$ cat config.mk
export PLATFORM = sky130hd
export DESIGN_NAME = drHandshakeStage
export DESIGN_NICKNAME = d
export VERILOG_FILES = /design/src/rtl/drStagePkg.sv /design/src/rtl/drCelemBank.sv /design/src/rtl/drRegBanks.sv /design/src/rtl/drCompletion.sv /design/src/rtl/drHandshakeStage.sv
export SDC_FILE = /design/constraint.sdc
export NUM_CORES = 1
export LEC_CHECK = 0
export ABC_CLOCK_PERIOD_IN_PS = 950
export BUFFER_PORTS_ARGS = -buffer_cell sky130_fd_sc_hd__clkbuf_2
export CAP_MARGIN = 20
export CORE_MARGIN = 2
export CORE_UTILIZATION = 45
export DETAILED_ROUTE_END_ITERATION = 10
export GPL_ROUTABILITY_DRIVEN = 0
export GPL_TIMING_DRIVEN = 0
export MAX_ROUTING_LAYER = met4
export PLACE_DENSITY_LB_ADDON = 0.1
export SLEW_MARGIN = 20
export SYNTH_ARGS = -nofsm -noshare
export SYNTH_HDL_FRONTEND = slang
export SYNTH_HIERARCHICAL = 1
export SYNTH_SLANG_ARGS = --single-unit
$ cat constraint.sdc
create_clock -name clk -period 0.95 [get_ports clk]
set_input_delay 0.095 -clock clk [delete_from_list [all_inputs] [get_ports clk]]
set_output_delay 0.095 -clock clk [all_outputs]
set_load 0.1 [all_outputs]
$ cat src/rtl/drStagePkg.sv
package drStagePkg;

  typedef enum logic {
    RTZ = 1'b0,
    RTO = 1'b1
  } protoE;

  // gate strobes handed from completion control to the register banks
  typedef struct packed {
    logic inGate;
    logic outGate;
  } gateS;

  function automatic logic spacerBit(protoE p);
    return (p == RTO);
  endfunction

endpackage

$ cat src/rtl/drCelemBank.sv
module drCelemBank #(
  parameter int   W      = 8,
  parameter logic RSTVAL = 1'b0
) (
  input  logic         clk,
  input  logic         rstN,
  input  logic [W-1:0] railIn,
  input  logic         gate,
  output logic [W-1:0] railOut
);

  logic [W-1:0] gateVec;
  assign gateVec = {W{gate}};

  // C-element: follows when both inputs agree, otherwise holds
  always_ff @(posedge clk or negedge rstN) begin
    if (!rstN) railOut <= {W{RSTVAL}};
    else       railOut <= (railIn & gateVec) | (railOut & (railIn | gateVec));
  end

endmodule

$ cat src/rtl/drRegBanks.sv
module drRegBanks
  import drStagePkg::*;
#(
  parameter int    W     = 8,
  parameter protoE PROTO = RTZ
) (
  input  logic         clk,
  input  logic         rstN,
  input  gateS         gates,
  input  logic [W-1:0] inRail1,
  input  logic [W-1:0] inRail0,
  output logic [W-1:0] outRail1,
  output logic [W-1:0] outRail0
);

  localparam logic SPC = spacerBit(PROTO);

  logic [W-1:0] inR1, inR0;

  drCelemBank #(.W(W), .RSTVAL(SPC)) i_inBank1 (
    .clk(clk), .rstN(rstN), .railIn(inRail1), .gate(gates.inGate), .railOut(inR1));
  drCelemBank #(.W(W), .RSTVAL(SPC)) i_inBank0 (
    .clk(clk), .rstN(rstN), .railIn(inRail0), .gate(gates.inGate), .railOut(inR0));

  // function slot between the banks is outside this block: pass-through
  drCelemBank #(.W(W), .RSTVAL(SPC)) i_outBank1 (
    .clk(clk), .rstN(rstN), .railIn(inR1), .gate(gates.outGate), .railOut(outRail1));
  drCelemBank #(.W(W), .RSTVAL(SPC)) i_outBank0 (
    .clk(clk), .rstN(rstN), .railIn(inR0), .gate(gates.outGate), .railOut(outRail0));


  in_bank_follows_gate_chk: assert property (@(posedge clk) disable iff (!rstN)
    (((inR1 ^ $past(inR1)) & (inR1 ^ {W{$past(gates.inGate)}})) == '0) &&
    (((inR0 ^ $past(inR0)) & (inR0 ^ {W{$past(gates.inGate)}})) == '0));

  generate
    if (PROTO == RTO) begin : g_legalRto

      out_pair_legal_chk: assert property (@(posedge clk) disable iff (!rstN)
        (outRail1 | outRail0) == {W{1'b1}});
    end else begin : g_legalRtz

      out_pair_legal_chk: assert property (@(posedge clk) disable iff (!rstN)
        (outRail1 & outRail0) == '0);
    end
  endgenerate

endmodule

$ cat src/rtl/drCompletion.sv
module drCompletion
  import drStagePkg::*;
#(
  parameter int    W     = 8,
  parameter protoE PROTO = RTZ
) (
  input  logic         clk,
  input  logic         rstN,
  input  logic [W-1:0] outRail1,
  input  logic [W-1:0] outRail0,
  input  logic         dnAck,
  output gateS         gates,
  output logic         ackOut
);

  localparam int LVL = (W < 2) ? 1 : $clog2(W);
  localparam int NP  = 1 << LVL;

  logic [W-1:0]  bitDone;
  logic [NP-1:0] leaf;
  logic [NP-1:1] node, lhs, rhs;

  generate
    if (PROTO == RTO) begin : g_detRto
      assign bitDone = outRail1 & outRail0;
    end else begin : g_detRtz
      assign bitDone = outRail1 | outRail0;
    end

    for (genvar i = 0; i < NP; i++) begin : g_leaf
      if (i < W) begin : g_real
        assign leaf[i] = bitDone[i];
      end else begin : g_pad
        assign leaf[i] = bitDone[0];
      end
    end

    for (genvar n = 1; n < NP; n++) begin : g_node
      if (2 * n >= NP) begin : g_fromLeaf
        assign lhs[n] = leaf[2*n - NP];
        assign rhs[n] = leaf[2*n + 1 - NP];
      end else begin : g_fromNode
        assign lhs[n] = node[2*n];
        assign rhs[n] = node[2*n + 1];
      end
    end
  endgenerate

  // tree of two-input C-elements, all cleared by reset
  always_ff @(posedge clk or negedge rstN) begin
    if (!rstN) node <= '0;
    else       node <= (lhs & rhs) | (node & (lhs | rhs));
  end

  assign ackOut        = node[1];
  assign gates.inGate  = ~node[1];
  assign gates.outGate = dnAck;


  ack_rise_all_done_chk: assert property (@(posedge clk) disable iff (!rstN)
    $rose(ackOut) |-> (&bitDone));


  ack_fall_none_done_chk: assert property (@(posedge clk) disable iff (!rstN)
    $fell(ackOut) |-> (bitDone == '0));

endmodule

$ cat src/rtl/drHandshakeStage.sv
module drHandshakeStage
  import drStagePkg::*;
#(
  parameter int    W     = 8,
  parameter protoE PROTO = RTZ
) (
  input  logic         clk,
  input  logic         rstN,
  input  logic [W-1:0] inRail1,
  input  logic [W-1:0] inRail0,
  input  logic         dnAck,
  output logic [W-1:0] outRail1,
  output logic [W-1:0] outRail0,
  output logic         ackIn,
  output logic         ackOut
);

  gateS gates;

  drCompletion #(.W(W), .PROTO(PROTO)) i_ctrl (
    .clk(clk), .rstN(rstN), .outRail1(outRail1), .outRail0(outRail0),
    .dnAck(dnAck), .gates(gates), .ackOut(ackOut));

  drRegBanks #(.W(W), .PROTO(PROTO)) i_data (
    .clk(clk), .rstN(rstN), .gates(gates), .inRail1(inRail1), .inRail0(inRail0),
    .outRail1(outRail1), .outRail0(outRail0));

  assign ackIn = gates.inGate;

endmodule

==> flow_metrics.tcl, run 1 <==
set metrics [dict create \
    antenna_found_initial 0 \
    post-route-drc-count 0 \
    rows 20 \
    syn-cell-area_um2 1500 \
    power_frac_clock 0.205 \
    rsz0062_at_grt "yes" \
    syn-instance-count 92 \
    post-route-cell-area_um2 2500 \
    die_h_um 61.6 \
    yosys_register_bits 39 \
    holdWs_ps -133 \
    final_util 0.807 \
    critPathArrivalTime_ps 1530 \
    peakVddDrop_mv 1.00 \
    drt_pre_antenna_iters 4 \
    crit_fanout 8 \
    wl_per_cell_um 20.7 \
    fin_crit_ps 1290 \
    finalHoldViolCount 39 \
    num_io_pins 37 \
    worstSkewPairLatency_ps 350 \
    drive_gt1_frac 0.788 \
    violations "negative hold slack, negative setup slack" \
    max_cap_viol_count 0 \
    cts_root_buf "clkbuf_4" \
    yosysUniqueCellTypes 11 \
    synth.top_cells.by_area "dfrtp_1 65%, maj3_2 24%, buf_6 3.0%" \
    status "complete, but fails checks" \
    overflow 0 \
    start_util 0.482 \
    viasPerCell 5.17 \
    drt_iter0_markers 19 \
    cp.required_ps 1180 \
    p_leak_nw 1.16 \
    powerDensity_nw_per_um2 1880 \
    port-buffer-count 35 \
    hp-class "in2async" \
    dpl-instance-area_um2 1820 \
    switching_power_mw 1.59 \
    synth_top_area_cell "dfrtp_1" \
    postRouteWirelength_mm 4.13 \
    grt_pass1_vias 1138 \
    seq_area_frac_synth 0.653 \
    p_int_mw 3.11 \
    cts_max_level 2 \
    grt_first_pass_wirelength_mm 6.04 \
    antenna_cells 0 \
    core_um2 3100 \
    antenna_left 0 \
    synth.avg_cell_area_um2 16.3 \
    pwr-share-seq 0.446 \
    critPathKind "reg2reg" \
    cts_tree "built" \
    dieArea_um2 3800 \
    clkTransAtPathRegs_ps 120 \
    drv_slew 0 \
    final.fill_count 163 \
    fin_skew_ps 10.2 \
    cts_buffers 5 \
    relSlewSlack 0.366 \
    dp_hpwl_mm 1.95 \
    setup-tns-final_ps -11000 \
    grt_util_all_layers 0.248 \
    syn_to_final_growth_pct 67.4 \
    vias 1033 \
    max_clock_freq_mhz 774 \
    synth_nets 111 \
    comb_power_share 0.349 \
    netlist.area_leader.share 0.653 \
    worstMarginPinSlew_ps 951 \
    setup_viol 54 \
    clkSinkCount 39 \
    grt_max_degree 40 \
    die_w_um 61.6 \
    pre_cts_slack_ps -192 \
    period_share 1.36 \
    cts_buffer_depth 2 \
    yosysWarnings 6 \
    critPathLaunchType "register" \
    fin_ws_ps -342 \
    endpoint_kind "register" \
    nets 174 \
    p_sw_frac 0.339 \
]
## path summary, 6_finish.rpt
| path | startpoint | end | slack (ps) | cells after the start |
|---|---|---|---|---|
| worst min register to register | i_data/i_inBank0/railOut[5] | i_data/i_outBank0/railOut[5] | 580 | 1 |
| worst max register to register | i_ctrl/node[1] | i_data/i_inBank0/railOut[2] | -340 | 4 |
| worst max-delay path | i_ctrl/node[1] | i_data/i_inBank0/railOut[2] | -340 | 4 |
| min in group clk | inRail0[5] | i_data/i_inBank0/railOut[5] | 20 | 2 |
| max in group asynchronous | rstN | i_data/i_outBank1/railOut[2] | 380 | 1 |
| worst min-delay path | rstN | i_data/i_inBank1/railOut[4] | -130 | 1 |
## power by group through the flow
stage,logic [mW],registers [mW],clock network (mW)
2_1_floorplan,0.673,2.38,0
3_3_place_gp,1.17,2.10,0
3_5_place_dp,1.19,2.12,0
4_1_cts,1.46,2.08,0.973
5_1_grt,1.72,2.13,1.06
6_report,1.64,2.10,0.963
## repair_timing
action	in CTS	in global routing
hold endpoints to repair	39	39
buffers inserted	16	8
endpoints found under the setup margin	38	55
pin swaps	5	11
gates resized for setup	67	13
## cell families after synthesis
family                   Yosys count  synth area share
AO/OA/AOI/OAI                      8            0.0385
adder cells (fa/ha/maj)           35             0.261
buffers and inverters              6            0.0377
flip-flops                        39             0.653
AND/OR/NAND/NOR                    4            0.0100
## worst max-delay path: stages (launching register included)
cell        delay, ps
dfrtp_4           460
clkinvlp_4        140
buf_4             160
buf_6             130
maj3_2            290
## state kept, by name, indices dropped and copies added (netlist names)
| signal | flops |
|---|---|
| i_data/i_outBank0/railOut | 8 |
| i_data/i_inBank0/railOut | 8 |
| i_data/i_outBank1/railOut | 8 |
| i_data/i_inBank1/railOut | 8 |
| i_ctrl/node | 7 |
## synth_stat cells
library cell	instances
o22ai_1	2
nand2_1	4
maj3_1	3
o32ai_1	2
buf_6	4
o21ai_0	2
maj3_2	32
buf_4	1
inv_1	1
dfrtp_1	39
o41ai_1	2
## cell usage in the layout, fill, tap and decap left out
cell type / count
buf_12: 1
o32ai_2: 1
clkbuf_2: 17
buf_6: 21
o22ai_1: 2
buf_4: 5
nand2_1: 4
o32ai_4: 1
o41ai_4: 2
clkbuf_4: 5
clkbuf_8: 2
maj3_1: 2
clkbuf_1: 1
maj3_2: 33
clkinvlp_4: 1
dfrtp_1: 22
o21ai_0: 2
dfrtp_4: 17
clkbuf_16: 17
## layer usage
metal  track usage  wire length [um]  vias to the layer above
met5             -                 0                        -
met4         0.125               165                        0
met3        0.0756               168                       14
met2         0.408              2150                       36
met1         0.270              1640                      527
li1              -                 -                      456
## final cells by class
type	count	area, um^2	area share
Inverter	1	7.51	0.00300
Tap cell	44	55.1	0.0220
Timing Repair Buffer	57	763	0.305
Multi-Input combinational cell	47	528	0.211
Clock buffer	8	68.8	0.0275
Buffer	4	41.3	0.0165
Sequential cell	39	1040	0.415
## per-stage QoR
stage	total power, mW	hold WS, ps	instances
global route	4.91	-75.9	200
global placement	3.27	257	171
finish	4.70	-133	200
floorplan	3.06	-201	92
CTS	4.51	-104	195
detailed placement	3.31	275	171
(Power assumes the default switching activity.)
==> inputs of run 2 (changes only) <==
CAP_MARGIN = not set   (was 20)
REMOVE_ABC_BUFFERS = 1   (was not set)
==> flow_metrics.tcl, run 2 (synthesized netlist as in run 1, its figures left out) <==
set metrics [dict create \
    status "complete, but fails checks" \
    violations "negative hold slack, negative setup slack" \
    holdWs_ps -130 \
    clkTransAtPathRegs_ps 100 \
    critPathLaunchType "register" \
    num_io_pins 37 \
    drt_pre_antenna_iters 4 \
    fin_skew_ps 3.09 \
    max_cap_viol_count 0 \
    powerDensity_nw_per_um2 1830 \
    crit_start "i_ctrl/node[1]" \
    p_leak_nw 1.14 \
    rows 20 \
    endpoint_kind "output port" \
    viasPerCell 5.14 \
    fin_crit_ps 1250 \
    syn_to_final_growth_pct 58.7 \
    antenna_found_initial 0 \
    wl_per_cell_um 17.1 \
    cts_root_buf "clkbuf_4" \
    r2r_end "i_data/i_inBank0/railOut[0]" \
    antenna_cells 0 \
    cts_max_level 2 \
    grt_first_pass_wirelength_mm 5.22 \
    grt_util_all_layers 0.204 \
    setup_viol 52 \
    clkSinkCount 39 \
    peakVddDrop_mv 1.69 \
    overflow 0 \
    drive_gt1_frac 0.703 \
    fin_ws_ps -299 \
    rsz0062_at_grt "yes" \
    r2r_slack_ps -290 \
    multi_input_area_um2 539 \
    start_util 0.482 \
    vias 987 \
    max_clock_freq_mhz 801 \
    die_h_um 61.6 \
    r2r_start "i_ctrl/node[1]" \
    critPathArrivalTime_ps 1150 \
    final_util 0.765 \
    hp-class "in2async" \
    cts_buffer_depth 2 \
    final.fill_count 200 \
    finalHoldViolCount 39 \
    period_share 1.31 \
    post-route-drc-count 0 \
    r2r_cells 3 \
    worstMarginPinSlew_ps 929 \
    nets 168 \
    grt_max_degree 40 \
    cp-endpoint "ackIn" \
    grt_pass1_vias 1061 \
    core_um2 3100 \
    port-buffer-count 36 \
    cts_tree "built" \
    drv_slew 0 \
    worstSkewPairLatency_ps 340 \
    antenna_left 0 \
    seq_area_um2 983 \
    cts_buffers 5 \
    drt_iter0_markers 20 \
    dieArea_um2 3800 \
    postRouteWirelength_mm 3.29 \
    final_cell_mix "33 x maj3_2, 33 x dfrtp_1, 18 x buf_6, 18 x clkbuf_2, 17 x clkbuf_16" \
    cp.required_ps 850 \
    relSlewSlack 0.381 \
    critPathKind "reg2out" \
    die_w_um 61.6 \
    crit_fanout 3 \
    dp_hpwl_mm 1.60 \
]
==> run 2: changes by cell type in the layout (fill, tap and decap cells not counted), sizes merged <==
cell,before,now
clkbuf,42,41
buf,27,20
==> run 2: timing repair <==
| action | in CTS | in global routing |
|---|---|---|
| resized for setup | 67 | 22 |
| endpoints found under the hold margin | 39 | 39 |
| cloned | 0 | 0 |
| setup buffers | 19 | 0 |
| pin swaps | 10 | 10 |
| setup endpoints to repair | 36 | 55 |
==> run 2: worst min-delay path by stage <==
| stage | slack (ps) | endpoint | cells after the start | start |
|---|---|---|---|---|
| after detailed placement | 280 | i_data/i_outBank0/railOut[0] | 1 | rstN |
| after floorplan | -200 | i_ctrl/node[1] | 0 | rstN |
| after global routing | -40 | i_ctrl/node[7] | 1 | rstN |
| final | -130 | i_data/i_outBank0/railOut[1] | 1 | rstN |
| after global placement | 270 | i_data/i_outBank0/railOut[1] | 1 | rstN |
| after CTS | -90 | i_data/i_outBank0/railOut[1] | 1 | rstN |
==> run 2: power breakdown <==
| part | total [mW] | internal, mW | switching (mW) |
|---|---|---|---|
| sequential | 2.07 | 1.88 | 0.192 |
| clock | 0.732 | 0.263 | 0.469 |
| combinational | 1.54 | 0.713 | 0.827 |
| total | 4.34 | 2.85 | 1.49 |
==> run 2: stage by stage <==
stage | power [mW] | setup slack [ps] | std cells | setup TNS (ps) | cell area [um^2]
floorplan | 2.90 | -1490 | 87 | -34770 | 1440
CTS | 4.25 | -276 | 192 | -7090 | 2270
global route | 4.55 | -305 | 192 | -9380 | 2370
detailed placement | 3.15 | -664 | 167 | -6810 | 1680
global placement | 3.12 | -628 | 167 | -6040 | 1680
finish | 4.34 | -299 | 192 | -8170 | 2370
==> run 2: layer usage <==
metal,part of all wire,GRT usage
met1,0.44,0.255
met2,0.50,0.316
met3,0.043,0.0546
met4,0.017,0.0821
met5,0,-
==> run 2: final cells by class <==
cell class                 instances  share of cell area
inverter                           1             0.00316
tap                               44              0.0232
multi-input combinational         47               0.227
sequential                        39               0.415
clock buffer                       6              0.0174
timing repair buffer              55               0.314
==> run 2: worst max-delay path, cell delays in order (launching register included) <==
cell and delay [ps]:
dfrtp_2 440, clkinvlp_4 170, buf_12 200
